`src/rtl/sock_ci_pkg.sv`:
```
package sock_ci_pkg;
  typedef enum logic [1:0] {
    SEL_CMD  = 2'd0,
    SEL_MASK = 2'd1,
    SEL_STAT = 2'd2,
    SEL_NONE = 2'd3
  } reg_sel_e;

  // status bit positions
  localparam int EV_CONN  = 0;
  localparam int EV_DISC  = 1;
  localparam int EV_RECV  = 2;
  localparam int EV_TMO   = 3;
  localparam int EV_SENT  = 4;
  localparam int EV_PNEXT = 5;
  localparam int EV_PFAIL = 6;
  localparam int EV_PRECV = 7;
endpackage

```
`src/rtl/sock_cmd_latch.sv`:
```
module sock_cmd_latch #(
  parameter int CODE_W = 8
) (
  input  logic              clk,
  input  logic              rst_n,
  input  logic              wr_stb,
  input  logic [CODE_W-1:0] wr_code,
  input  logic              accept,
  output logic [CODE_W-1:0] code_q,
  output logic              valid_q
);
  logic pending;
  logic load;

  assign pending = |code_q;
  assign load    = wr_stb && (|wr_code) && !pending;

  always_ff @(posedge clk) begin
    if (!rst_n) begin
      code_q  <= '0;
      valid_q <= 1'b0;
    end else begin
      valid_q <= load;
      if (load)
        code_q <= wr_code;
      else if (accept && pending)
        code_q <= '0;
    end
  end


  pulse_one_cycle_chk: assert property (@(posedge clk) disable iff (!rst_n)
    valid_q |=> !valid_q);

  accept_clears_chk: assert property (@(posedge clk) disable iff (!rst_n)
    (accept && code_q != '0) |=> code_q == '0);

  zero_write_no_pulse_chk: assert property (@(posedge clk) disable iff (!rst_n)
    (wr_stb && wr_code == '0) |=> !valid_q);

  busy_write_dropped_chk: assert property (@(posedge clk) disable iff (!rst_n)
    (wr_stb && code_q != '0) |=> (!valid_q && (code_q == '0 || $stable(code_q))));
endmodule

```
`src/rtl/sock_irq_bank.sv`:
```
module sock_irq_bank #(
  parameter int EVT_W = 8
) (
  input  logic             clk,
  input  logic             rst_n,
  input  logic [EVT_W-1:0] evt,
  input  logic             clr_stb,
  input  logic [EVT_W-1:0] clr_bits,
  input  logic             mask_stb,
  input  logic [EVT_W-1:0] mask_bits,
  output logic [EVT_W-1:0] stat_q,
  output logic [EVT_W-1:0] mask_q,
  output logic             irq_n
);
  always_ff @(posedge clk) begin
    if (!rst_n)        mask_q <= '0;
    else if (mask_stb) mask_q <= mask_bits;
  end

  for (genvar i = 0; i < EVT_W; i++) begin : g_bit
    logic clr_i;
    assign clr_i = clr_stb && clr_bits[i];

    always_ff @(posedge clk) begin
      if (!rst_n) stat_q[i] <= 1'b0;
      else        stat_q[i] <= evt[i] | (stat_q[i] & ~clr_i);
    end


    event_wins_chk: assert property (@(posedge clk) disable iff (!rst_n)
      evt[i] |=> stat_q[i]);

    clear_one_chk: assert property (@(posedge clk) disable iff (!rst_n)
      (clr_i && !evt[i]) |=> !stat_q[i]);

    sticky_chk: assert property (@(posedge clk) disable iff (!rst_n)
      (stat_q[i] && !clr_i) |=> stat_q[i]);
  end

  assign irq_n = ~|(stat_q & mask_q);


  irq_follows_chk: assert property (@(posedge clk) disable iff (!rst_n)
    (mask_stb && mask_bits == '0) |=> irq_n);
endmodule

```
`src/rtl/sock_cmd_irq.sv`:
```
module sock_cmd_irq
  import sock_ci_pkg::*;
#(
  parameter int DATA_W = 16,
  parameter int CODE_W = 8,
  parameter int EVT_W  = 8
) (
  input  logic              clk,
  input  logic              rst_n,
  input  logic              wr_en,
  input  logic [1:0]        addr,
  input  logic [DATA_W-1:0] wr_data,
  output logic [DATA_W-1:0] rd_data,
  output logic              cmd_valid,
  output logic [CODE_W-1:0] cmd_code,
  input  logic              cmd_accept,
  input  logic [EVT_W-1:0]  evt,
  output logic              irq_n
);
  localparam int CPAD = DATA_W - CODE_W;
  localparam int EPAD = DATA_W - EVT_W;

  reg_sel_e         sel;
  logic [EVT_W-1:0] stat_q;
  logic [EVT_W-1:0] mask_q;
  logic             unused_hi;

  assign sel       = reg_sel_e'(addr);
  assign unused_hi = ^wr_data[DATA_W-1:CODE_W];

  sock_cmd_latch #(.CODE_W(CODE_W)) u_cmd (
    .clk     (clk),
    .rst_n   (rst_n),
    .wr_stb  (wr_en && sel == SEL_CMD),
    .wr_code (wr_data[CODE_W-1:0]),
    .accept  (cmd_accept),
    .code_q  (cmd_code),
    .valid_q (cmd_valid)
  );

  sock_irq_bank #(.EVT_W(EVT_W)) u_irq (
    .clk       (clk),
    .rst_n     (rst_n),
    .evt       (evt),
    .clr_stb   (wr_en && sel == SEL_STAT),
    .clr_bits  (wr_data[EVT_W-1:0]),
    .mask_stb  (wr_en && sel == SEL_MASK),
    .mask_bits (wr_data[EVT_W-1:0]),
    .stat_q    (stat_q),
    .mask_q    (mask_q),
    .irq_n     (irq_n)
  );

  always_comb begin
    case (sel)
      SEL_CMD:  rd_data = {{CPAD{1'b0}}, cmd_code};
      SEL_MASK: rd_data = {{EPAD{1'b0}}, mask_q};
      SEL_STAT: rd_data = {{EPAD{1'b0}}, stat_q};
      default:  rd_data = '0;
    endcase
  end


  upper_zero_chk: assert property (@(posedge clk) disable iff (!rst_n)
    rd_data[DATA_W-1:CODE_W] == '0);

  reset_idle_chk: assert property (@(posedge clk)
    !rst_n |=> (irq_n && !cmd_valid && cmd_code == '0));
endmodule

```
`config.mk`:
```
export PLATFORM = sky130hd
export DESIGN_NAME = sock_cmd_irq
export DESIGN_NICKNAME = d
export VERILOG_FILES = /design/src/rtl/sock_ci_pkg.sv /design/src/rtl/sock_cmd_latch.sv /design/src/rtl/sock_irq_bank.sv /design/src/rtl/sock_cmd_irq.sv
export SDC_FILE = /design/constraint.sdc
export NUM_CORES = 1
export LEC_CHECK = 0
export CELL_PAD_IN_SITES_DETAIL_PLACEMENT = 0
export CELL_PAD_IN_SITES_GLOBAL_PLACEMENT = 1
export CORE_MARGIN = 2
export CORE_UTILIZATION = 30
export CTS_BUF_LIST = sky130_fd_sc_hd__clkbuf_8
export DETAILED_ROUTE_END_ITERATION = 7
export GPL_ROUTABILITY_DRIVEN = 0
export PLACE_DENSITY = 0.9
export SKIP_LAST_GASP = 1
export SYNTH_ARGS = -nofsm -noshare
export SYNTH_HDL_FRONTEND = slang
export SYNTH_SLANG_ARGS = --single-unit
```
`constraint.sdc`:
```
create_clock -name clk -period 1.11 [get_ports clk]
set_input_delay 0.111 -clock clk [delete_from_list [all_inputs] [get_ports clk]]
set_output_delay 0.111 -clock clk [all_outputs]
set_load 0.1 [all_outputs]
```
# Word level (Yosys, flattened, before mapping)
# Index checks and enable logic that the tools add are counted.
dict set report totals {
  regBits 25
  in_bits 30
  out_inout_bits 26
  elab_cells 62
}
dict set report op_classes {
  n_eq_ne 2
  muxes 3
  bitwise 25
  n_reduce_logical 21
}
# operator count
set op_table {}
lappend op_table {{$pmux 8 s3} 1}
lappend op_table {{$reduce_or 8->1} 3}
lappend op_table {{$mux 8} 2}
lappend op_table {{$logic_and 1x1->1} 14}
lappend op_table {{$and 1x1->1} 8}
lappend op_table {{$and 8x8->8} 1}
lappend op_table {{$not 1->1} 8}
lappend op_table {{$or 1x1->1} 8}
lappend op_table {{$eq 2x1->1 const B} 1}
lappend op_table {{$eq 2x2->1 const B} 1}
lappend op_table {{$logic_not 1->1} 2}
lappend op_table {{$logic_not 2->1} 1}
lappend op_table {{$reduce_bool 2->1} 1}

# Depth between registers and ports, before layout
# Gate-level depths: netlist of the first run.
dict set report depth {
  word_depth 6
  depth_mapped 5
  depth_no_buf 3
}

# Hierarchy
# A second synthesis of the first run with hierarchy kept.
dict set report hier_totals {
  cells_unflattened 115
  area_unflattened_um2 1234.9
}
# mod n_inst cells_per_inst area_per_inst_um2 seq_area_each_um2
set by_module_without_submodules {}
lappend by_module_without_submodules {sock_irq_bank 1 55 628.1 320.3}
lappend by_module_without_submodules {sock_cmd_latch 1 28 342.8 180.2}
lappend by_module_without_submodules {sock_cmd_irq 1 32 264.0 0.0}

# Least setup slack after synthesis of the first run
# Ideal clock, no wire load.
dict set report synth_path {
  path_kind {flip-flop to output port}
  from {register u_cmd.code_q[2]}
  to {output rd_data[2]}
  arrival_ns 2.507
  t_required_ns 0.999
  slack_ns -1.508
  stages_incl_launch_ff 3
  path_cell_list {dfxtp_1 > mux2i_1 > o21ai_1}
}
dict set report synth_via {
  elab_chain_cells 1
}
# item line
set synth_lines {}
lappend synth_lines {{from (decl)} sock_cmd_latch.sv:9} ;# output logic [CODE_W-1:0] code_q,
lappend synth_lines {{from (signal assigned)} sock_cmd_latch.sv:25} ;# code_q <= wr_code;
lappend synth_lines {{$pmux 8 s3} sock_cmd_irq.sv:55} ;# case (sel)
lappend synth_lines {{to (decl)} sock_cmd_irq.sv:13} ;# output logic [DATA_W-1:0] rd_data,
# No other way between the ends.

# Worst setup path in the final report of the first run
dict set report layout_path {
  from {register u_irq.mask_q[3]}
  to {output irq_n}
}
dict set report layout_via {
  elab_chain_cells 3
}
# item line
set layout_lines {}
lappend layout_lines {{from (decl)} sock_irq_bank.sv:12} ;# output logic [EVT_W-1:0] mask_q,
lappend layout_lines {{from (signal assigned)} sock_irq_bank.sv:17} ;# else if (mask_stb) mask_q <= mask_bits;
lappend layout_lines {{$and 8x8->8} sock_irq_bank.sv:40} ;# assign irq_n = ~|(stat_q & mask_q);
lappend layout_lines {{$reduce_or 8->1} sock_irq_bank.sv:40}
lappend layout_lines {{$logic_not 1->1} sock_irq_bank.sv:40}
lappend layout_lines {{to (decl)} sock_cmd_irq.sv:18} ;# output logic irq_n
# No other way between the ends.

==> results of run 1 <==
[timing repair]
action | CTS | global route
buffers inserted | 9 | 6
gates cloned | 1 | 0
endpoints found under the hold margin | 0 | 0
pin swaps | 9 | 4
resized for setup | 28 | 11
setup endpoints to repair | 34 | 31
[synthesized netlist by cell type (2+ instances only)]
cell type | count | area [µm²]
nand2_1 | 16 | 60.1
buf_2 | 4 | 20.0
o21ai_0 | 8 | 40.0
o21ai_1 | 8 | 40.0
a31oi_1 | 8 | 50.1
a22oi_1 | 4 | 30.0
nor2b_1 | 2 | 12.5
buf_4 | 11 | 82.6
a22o_1 | 8 | 70.1
nand3_1 | 8 | 40.0
nor4_1 | 4 | 25.0
a21boi_1 | 8 | 60.1
mux2i_1 | 8 | 80.1
dfxtp_1 | 25 | 500
inv_1 | 8 | 30.0
[flip-flops by register name, summed over array words and instances (netlist names)]
signal	count
u_irq.mask_q	8
u_irq.stat_q	8
u_cmd.valid_q	1
u_cmd.code_q	8
[through the flow]
step | hold slack [ns] | instance area [µm²] | setup WS, ns | setup TNS [ns]
after global placement | 0.460 | 2230 | -0.426 | -11.93
after floorplan | 0.211 | 1470 | -0.235 | -2.82
after detailed placement | 0.464 | 2230 | -0.438 | -12.37
after global routing | 0.417 | 2500 | -0.270 | -3.58
after CTS | 0.421 | 2420 | -0.229 | -2.76
final | 0.413 | 2500 | -0.231 | -2.74
[kinds of logic (layout without fill, tap and decap cells)]
logic type	after synthesis	count (layout)	share of synthesized area [%]
other	1	8	0.308
AND/OR/NAND/NOR	35	35	15.0
flip-flops	25	25	41.2
buffers and inverters	25	98	12.1
AO/OA/AOI/OAI	45	45	24.8
multiplexers	8	8	6.58
[path summary, 6_finish.rpt]
path                   startpoint  depth (start not counted)               to  slack (ns)
setup / recovery  u_irq.mask_q[3]                          3            irq_n       -0.23
hold / removal             evt[4]                          3  u_irq.stat_q[4]        0.41
setup reg to reg  u_cmd.code_q[0]                          4  u_cmd.code_q[5]       -0.16
hold reg to reg   u_irq.mask_q[0]                          2  u_irq.mask_q[0]        0.48
[power groups by stage]
stage | clock network [W] | registers, W | logic [W]
floorplan | 0 | 0.00104 | 0.000483
global placement | 0 | 0.000978 | 0.000838
detailed placement | 0 | 0.000981 | 0.000846
CTS | 0.000554 | 0.000963 | 0.000883
global route | 0.000610 | 0.000970 | 0.000941
finish | 0.000561 | 0.000966 | 0.000907
[per-layer routing]
| metal | track usage [%] | wire length, µm |
|---|---|---|
| met5 | 0 | 0 |
| met4 | 4.59 | 90 |
| met2 | 35.8 | 2270 |
| met1 | 22.4 | 1730 |
| met3 | 2.83 | 199 |
[cell type report]
type	count	area share (%)
clock inverters	1	0.300
multi-input cells	96	32.6
clock buffers	3	1.65
inverters	8	1.20
flip-flops and latches	25	21.9
well taps	50	2.50
repair buffers	86	39.9
[worst max-delay path: stages, from the launching register on]
cell and delay [ns]:
dfxtp_2 0.35, a22oi_2 0.19, and4_4 0.25, buf_12 0.17
[cells in the final DEF, fill, tap and decap left out, drive strengths merged, types with 2 or more instances in the layout]
cell / instances
dfxtp: 25
a22o: 8
nor4: 4
mux2i: 8
clkdlybuf4s50: 19
buf: 65
nor2b: 2
nand2: 16
a21boi: 9
a22oi: 4
inv: 8
clkbuf: 3
o21ai: 16
a31oi: 8
nand3: 8
conb: 8
clkdlybuf4s15: 2
==> qor.yml, run 1 <==
status: "finished, violations left"
violations: "setup timing"
wire_per_inst_um: 15.9
grt_pass1_wl_mm: 6.55
ys_seq_area_share_pct: 41.2
fp.dieH_um: 67.7
instances_no_fill: 269
cts_tree: "done"
worstSetupStartpointType: "flop"
final_util_pct: 63.4
rows: 23
comb_power_share_pct: 37.3
grt_pass1_vias: 1358
initial_utilization_pct: 30.8
tightest_slew_ns: 0.667
grt-ovfl-total: 0
grt_antenna_before_repair: 0
p_leak_nw: 1.00
track_usage_pct: 19.1
slew_viol_final: 0
clock_skew_ns: 0.00905
place_hpwl_mm: 2.99
crit_type: "reg2out"
dieArea_um2: 4580
syn_area_per_cell_um2: 8.75
synth-main-ff-cell: "dfxtp_1"
wl_mm: 4.28
fin_ws_ns: -0.231
cts_buffers: 3
seq_power_share_pct: 39.7
dr.first_iter.drc_count: 99
n_antenna_cell: 0
netlist_instances: 139
fin_nets: 250
numClockSinks: 25
ctsHoldBuffers: 0
vias: 1369
vdd.ir_drop.worst_uv: 477
syn_to_final_growth_pct: 106
dp_cells: 249
min_period_over_period_pct: 121
period_needed_ns: 1.34
max_freq_ghz: 0.746
core-area_um2: 3940
synthArstFlopShare_pct: 0
port_buffers: 39
seq_area_um2: 547
finalHoldViolCount: 0
multi_input_area_um2: 816
syn-cell-area_um2: 1220
viasPerCell: 5.09
switching_share_pct: 36.3
setup_viol: 24
htreeDepth: 1
die_w_um: 67.7
drcViolationCount: 0
ios: 56
finalPower_w: 0.00243
cts_root_buf: "clkbuf_8"
p_sw_w: 0.000883
rsz0062_at_grt: "yes"
cap_violations: 0
pwr-share-clk_pct: 23.1
drive_gt1_share_pct: 50.7
worstPathMaxFanout: 3
fillers: 274
ys_warn_count: 0
relSlewSlack_pct: 55.4
worstSetupEndpointType: "primary output"
drt-pass1-iter-count: 4
grt_max_degree: 17
hp-class: "in2reg"
final_antenna_net_count: 0
required_ns: 1.00
clkTransAtPathRegs_ns: 0.10
clk_latency_ns: 0.28
arrival_ns: 1.23
clockBufferDepth: 2
synth_seq_cells: 25
ys_types: 24
synth_edf_count: 0
p_int_w: 0.00155
power_density_nw_per_um2: 973
(Power assumes the default switching activity.)
==> run 2, diff against run 1 <==
- PLACE_DENSITY: 0.9 -> unset
- PLACE_DENSITY_LB_ADDON: unset -> 0.05
==> run 2 against run 1 <==
Effect of this change:
- the flow still finishes with violations (setup timing)
- critical endpoint unchanged
- clock-buffer cell count unchanged
- largest power group unchanged
- clock power decreased by 4%
- via count increased by 0.15%
- non-clock buffer count increased by 6
==> qor.yml, run 2 (same netlist as run 1, synthesis figures left out) <==
violations: "setup timing"
ctsHoldBuffers: 0
grt_use_met2_pct: 39.8
cts_root_buf: "clkbuf_8"
critical_path.slowest_cell: "dfxtp_2"
cap_violations: 0
track_usage_pct: 21.3
crit_path_cell_trace: "a22oi_2, and4_4, buf_12"
wl_mm: 4.48
fin_nets: 256
viasPerCell: 4.99
tightest_slew_ns: 0.596
max_freq_ghz: 0.717
critical_path.max_stage_delay_ns: 0.34
rows: 23
place_hpwl_mm: 3.18
die_w_um: 67.7
wire_per_inst_um: 16.3
crit_type: "reg2out"
drt-pass1-iter-count: 4
grt_antenna_before_repair: 0
status: "finished, violations left"
worstSetupStartpointType: "flop"
core-area_um2: 3940
cts_tree: "done"
numClockSinks: 25
met1_usage_pct: 24.7
initial_utilization_pct: 30.8
mostFrequentLayoutCells: "31 x buf_4, 22 x buf_6, 18 x clkdlybuf4s50_1, 18 x buf_12, 16 x nand2_1"
grt_max_degree: 14
fin_ws_ns: -0.284
grt-ovfl-total: 0
final_common_cell: "buf_4"
final_antenna_net_count: 0
fp.dieH_um: 67.7
fillers: 317
final_util_pct: 65.0
grt_pass1_vias: 1439
relSlewSlack_pct: 60.2
grt_busiest_layer: "met2"
rrSetupSlack_ns: -0.09
setup_viol: 26
rsz0062_at_grt: "yes"
finalHoldViolCount: 0
drcViolationCount: 0
met3_usage_pct: 3.17
reg_top3: "u_cmd.code_q x8, u_irq.mask_q x8, u_irq.stat_q x8"
seq_area_um2: 539
period_needed_ns: 1.39
power_density_nw_per_um2: 949
clk_latency_ns: 0.27
hp-class: "in2reg"
grt_pass1_wl_mm: 7.12
drive_gt1_share_pct: 51.6
clkTransAtPathRegs_ns: 0.09
port_buffers: 39
multi_input_area_um2: 836
htreeDepth: 1
dieArea_um2: 4580
worstSetupEndpointType: "primary output"
worstPathMaxFanout: 2
syn_to_final_growth_pct: 111
arrival_ns: 1.28
required_ns: 1.00
slew_viol_final: 0
clockBufferDepth: 2
post_dp_cell_area_um2: 2260
dr.first_iter.drc_count: 76
min_period_over_period_pct: 126
p_leak_nw: 1.05
clock_skew_ns: 0.00383
cts_buffers: 3
final_cell_area_um2: 2560
vias: 1371
vdd.ir_drop.worst_uv: 496
n_antenna_cell: 0
ios: 56
[run 2: worst max-delay path: cells and delay by family, from the launching register on]
family,cells,cell delay (ns)
compound gates,1,0.23
buf+inv,1,0.17
simple gates,1,0.27
flops,1,0.34
[run 2: area by class of cell]
| class | instances | share of cell area, % |
|---|---|---|
| Tap cell | 50 | 2.44 |
| Clock buffer | 3 | 1.61 |
| Sequential cell | 25 | 21.0 |
| Clock inverter | 1 | 0.146 |
| Inverter | 8 | 1.17 |
| Timing Repair Buffer | 92 | 41.0 |
| Multi-Input combinational cell | 96 | 32.6 |
[run 2: report_power, final]
part	internal, W	switching (W)
clock	0.000248	0.000293
combinational	0.000380	0.000543
sequential	0.000926	0.0000410
[run 2: final timing paths]
path / startpoint / endpoint / cells past startpoint
worst min-delay path: rst_n / u_irq.stat_q[6] / 3
worst max register to register: u_cmd.code_q[0] / u_cmd.valid_q / 4
worst min register to register: u_irq.mask_q[4] / u_irq.mask_q[4] / 2
worst max-delay path: u_irq.stat_q[0] / irq_n / 3
[run 2: repair_timing]
item                                    CTS  global route
buffers inserted                          9             6
gates resized for setup                  35             9
gates cloned                              1             0
endpoints found under the setup margin   34            25
pin swaps                                10             1
[run 2: metrics by stage]
stage	worst slack, ns	cells	hold slack [ns]	power (W)	setup TNS (ns)
after CTS	-0.259	269	0.293	0.00242	-2.16
after global routing	-0.322	275	0.330	0.00253	-3.07
after detailed placement	-0.429	255	0.466	0.00184	-12.20
final	-0.284	275	0.297	0.00243	-2.27
after global placement	-0.410	255	0.464	0.00183	-11.70
after floorplan	-0.235	146	0.211	0.00153	-2.82
[run 2: routing by layer]
metal / share of wire [%] / wire length (µm) / vias to the layer above
met5: 0 / 0 / -
met2: 53 / 2400 / 46
met4: 1.7 / 74 / 0
li1: - / - / 667
met3: 4.2 / 186 / 9
met1: 41 / 1820 / 649
==> run 3, diff against run 2 <==
- clock period: 1.11 -> 1.5 ns (I/O delays scaled with it)
==> run 3 against run 2 <==
Effect of this change:
- the flow now finishes without violations
- flip-flop and latch count unchanged
- via count down 14%
- setup slack better by 0.36 ns
- critical path depth up 2
==> qor.yml, run 3 (same netlist as run 1, synthesis figures left out) <==
grt-ovfl-total: 0
min_period_over_period_pct: 95.2
numClockSinks: 25
crit_type: "in2out"
fp.dieH_um: 67.7
grt_use_met2_pct: 29.7
worst-path-buf-inv: 3
fin_nets: 220
fin_ws_ns: 0.0716
critical_path.slowest_cell: "dlygate4sd2_1"
dieArea_um2: 4580
relSlewSlack_pct: 61.6
arrival_ns: 1.28
critical_path.max_stage_delay_ns: 0.29
rsz0062_at_grt: "no"
clk_latency_ns: 0.27
setup_viol: 0
postCtsSetupRepairBufs: 0
cpLargestDelayFamily: "buffers and inverters"
reg_top3: "u_cmd.code_q x8, u_irq.mask_q x8, u_irq.stat_q x8"
cts_buffers: 3
wire_per_inst_um: 15.7
grt_antenna_before_repair: 0
port_buffers: 39
clkTransAtPathRegs_ns: 0.09
drcViolationCount: 0
status: "completed"
rows: 23
fillers: 345
max_freq_ghz: 0.700
clock_skew_ns: 0.000604
worstSetupStartpointType: "input port"
required_ns: 1.35
finalPower_w: 0.00172
dr.first_iter.drc_count: 51
final_util_pct: 55.7
place_hpwl_mm: 2.81
tightest_slew_ns: 0.574
track_usage_pct: 17.8
finalHoldViolCount: 0
htreeDepth: 1
core-area_um2: 3940
p_leak_nw: 0.841
worstSetupEndpointType: "primary output"
wl_mm: 3.74
drt-pass1-iter-count: 4
pre_cts_slack_ns: -0.149
cap_violations: 0
instances_no_fill: 239
met3_usage_pct: 2.83
die_w_um: 67.7
mostFrequentLayoutCells: "19 x clkdlybuf4s50_1, 19 x buf_12, 17 x dfxtp_1, 16 x nand2_1, 15 x buf_4"
ios: 56
dp_cells: 234
syn_to_final_growth_pct: 80.6
met1_usage_pct: 22.9
n_antenna_cell: 0
grt_busiest_layer: "met2"
grt_pass1_vias: 1137
grt_pass1_wl_mm: 5.84
crit_path_cell_trace: "dlygate4sd2_1, bufbuf_16, mux2i_4, o21ai_4, buf_12"
slew_viol_final: 0
grt_max_degree: 14
viasPerCell: 4.92
vias: 1175
cts_root_buf: "clkbuf_8"
clockBufferDepth: 2
hp-class: "in2reg"
worstPathMaxFanout: 5
drive_gt1_share_pct: 34.9
cts_tree: "done"
final_antenna_net_count: 0
initial_utilization_pct: 30.8
period_needed_ns: 1.43
vdd.ir_drop.worst_uv: 339
whs_ns: 0.453
power_density_nw_per_um2: 784
[run 3: worst paths after layout]
kind	startpoint	to	slack [ns]	cells past startpoint
max	addr[1]	rd_data[6]	0.07	5
min	evt[1]	u_irq.stat_q[1]	0.45	3
max reg2reg	u_cmd.code_q[0]	u_cmd.valid_q	0.22	4
min reg2reg	u_irq.mask_q[6]	u_irq.mask_q[6]	0.48	2
[run 3: worst reg2reg max path, cell delays in order, from the launching register on]
cell      delay, ns
dfxtp_4        0.38
nor4_1         0.33
and3_1         0.21
buf_4          0.16
a21boi_2       0.15
[run 3: power by group]
group          switching, W  total (W)  internal [W]  leakage (nW)
logic              0.000366   0.000601      0.000235         0.603
registers         0.0000410   0.000724      0.000683         0.211
clock network      0.000214   0.000397      0.000183        0.0269
[run 3: cell type report]
class	count	area, µm²	area share [%]
multi-input cells	96	795	36.2
repair buffers	56	733	33.4
flip-flops and latches	25	531	24.2
clock buffers	3	41.3	1.88
inverters	8	30.0	1.37
well taps	50	62.6	2.85
clock inverters	1	3.75	0.171
[run 3: layer usage]
layer / routed length [µm] / share of wire (%) / up-vias
li1: - / - / 586
met1: 1610 / 43 / 548
met2: 1870 / 50 / 37
met3: 215 / 5.7 / 4
met4: 40 / 1.1 / 0
met5: 0 / 0 / -
[run 3: what timing repair did]
action / in CTS / in global routing
pin swaps: 0 / 1
gates resized for setup: 18 / 2
endpoints found under the setup margin: 8 / 1
gates cloned: 1 / 0
hold buffers: 0 / 0
[run 3: stage by stage]
stage / TNS (ns) / cell area [µm²]
floorplan: 0 / 1360
global placement: -1.32 / 2010
detailed placement: -1.49 / 2010
CTS: 0 / 2190
global route: 0 / 2200
finish: 0 / 2200
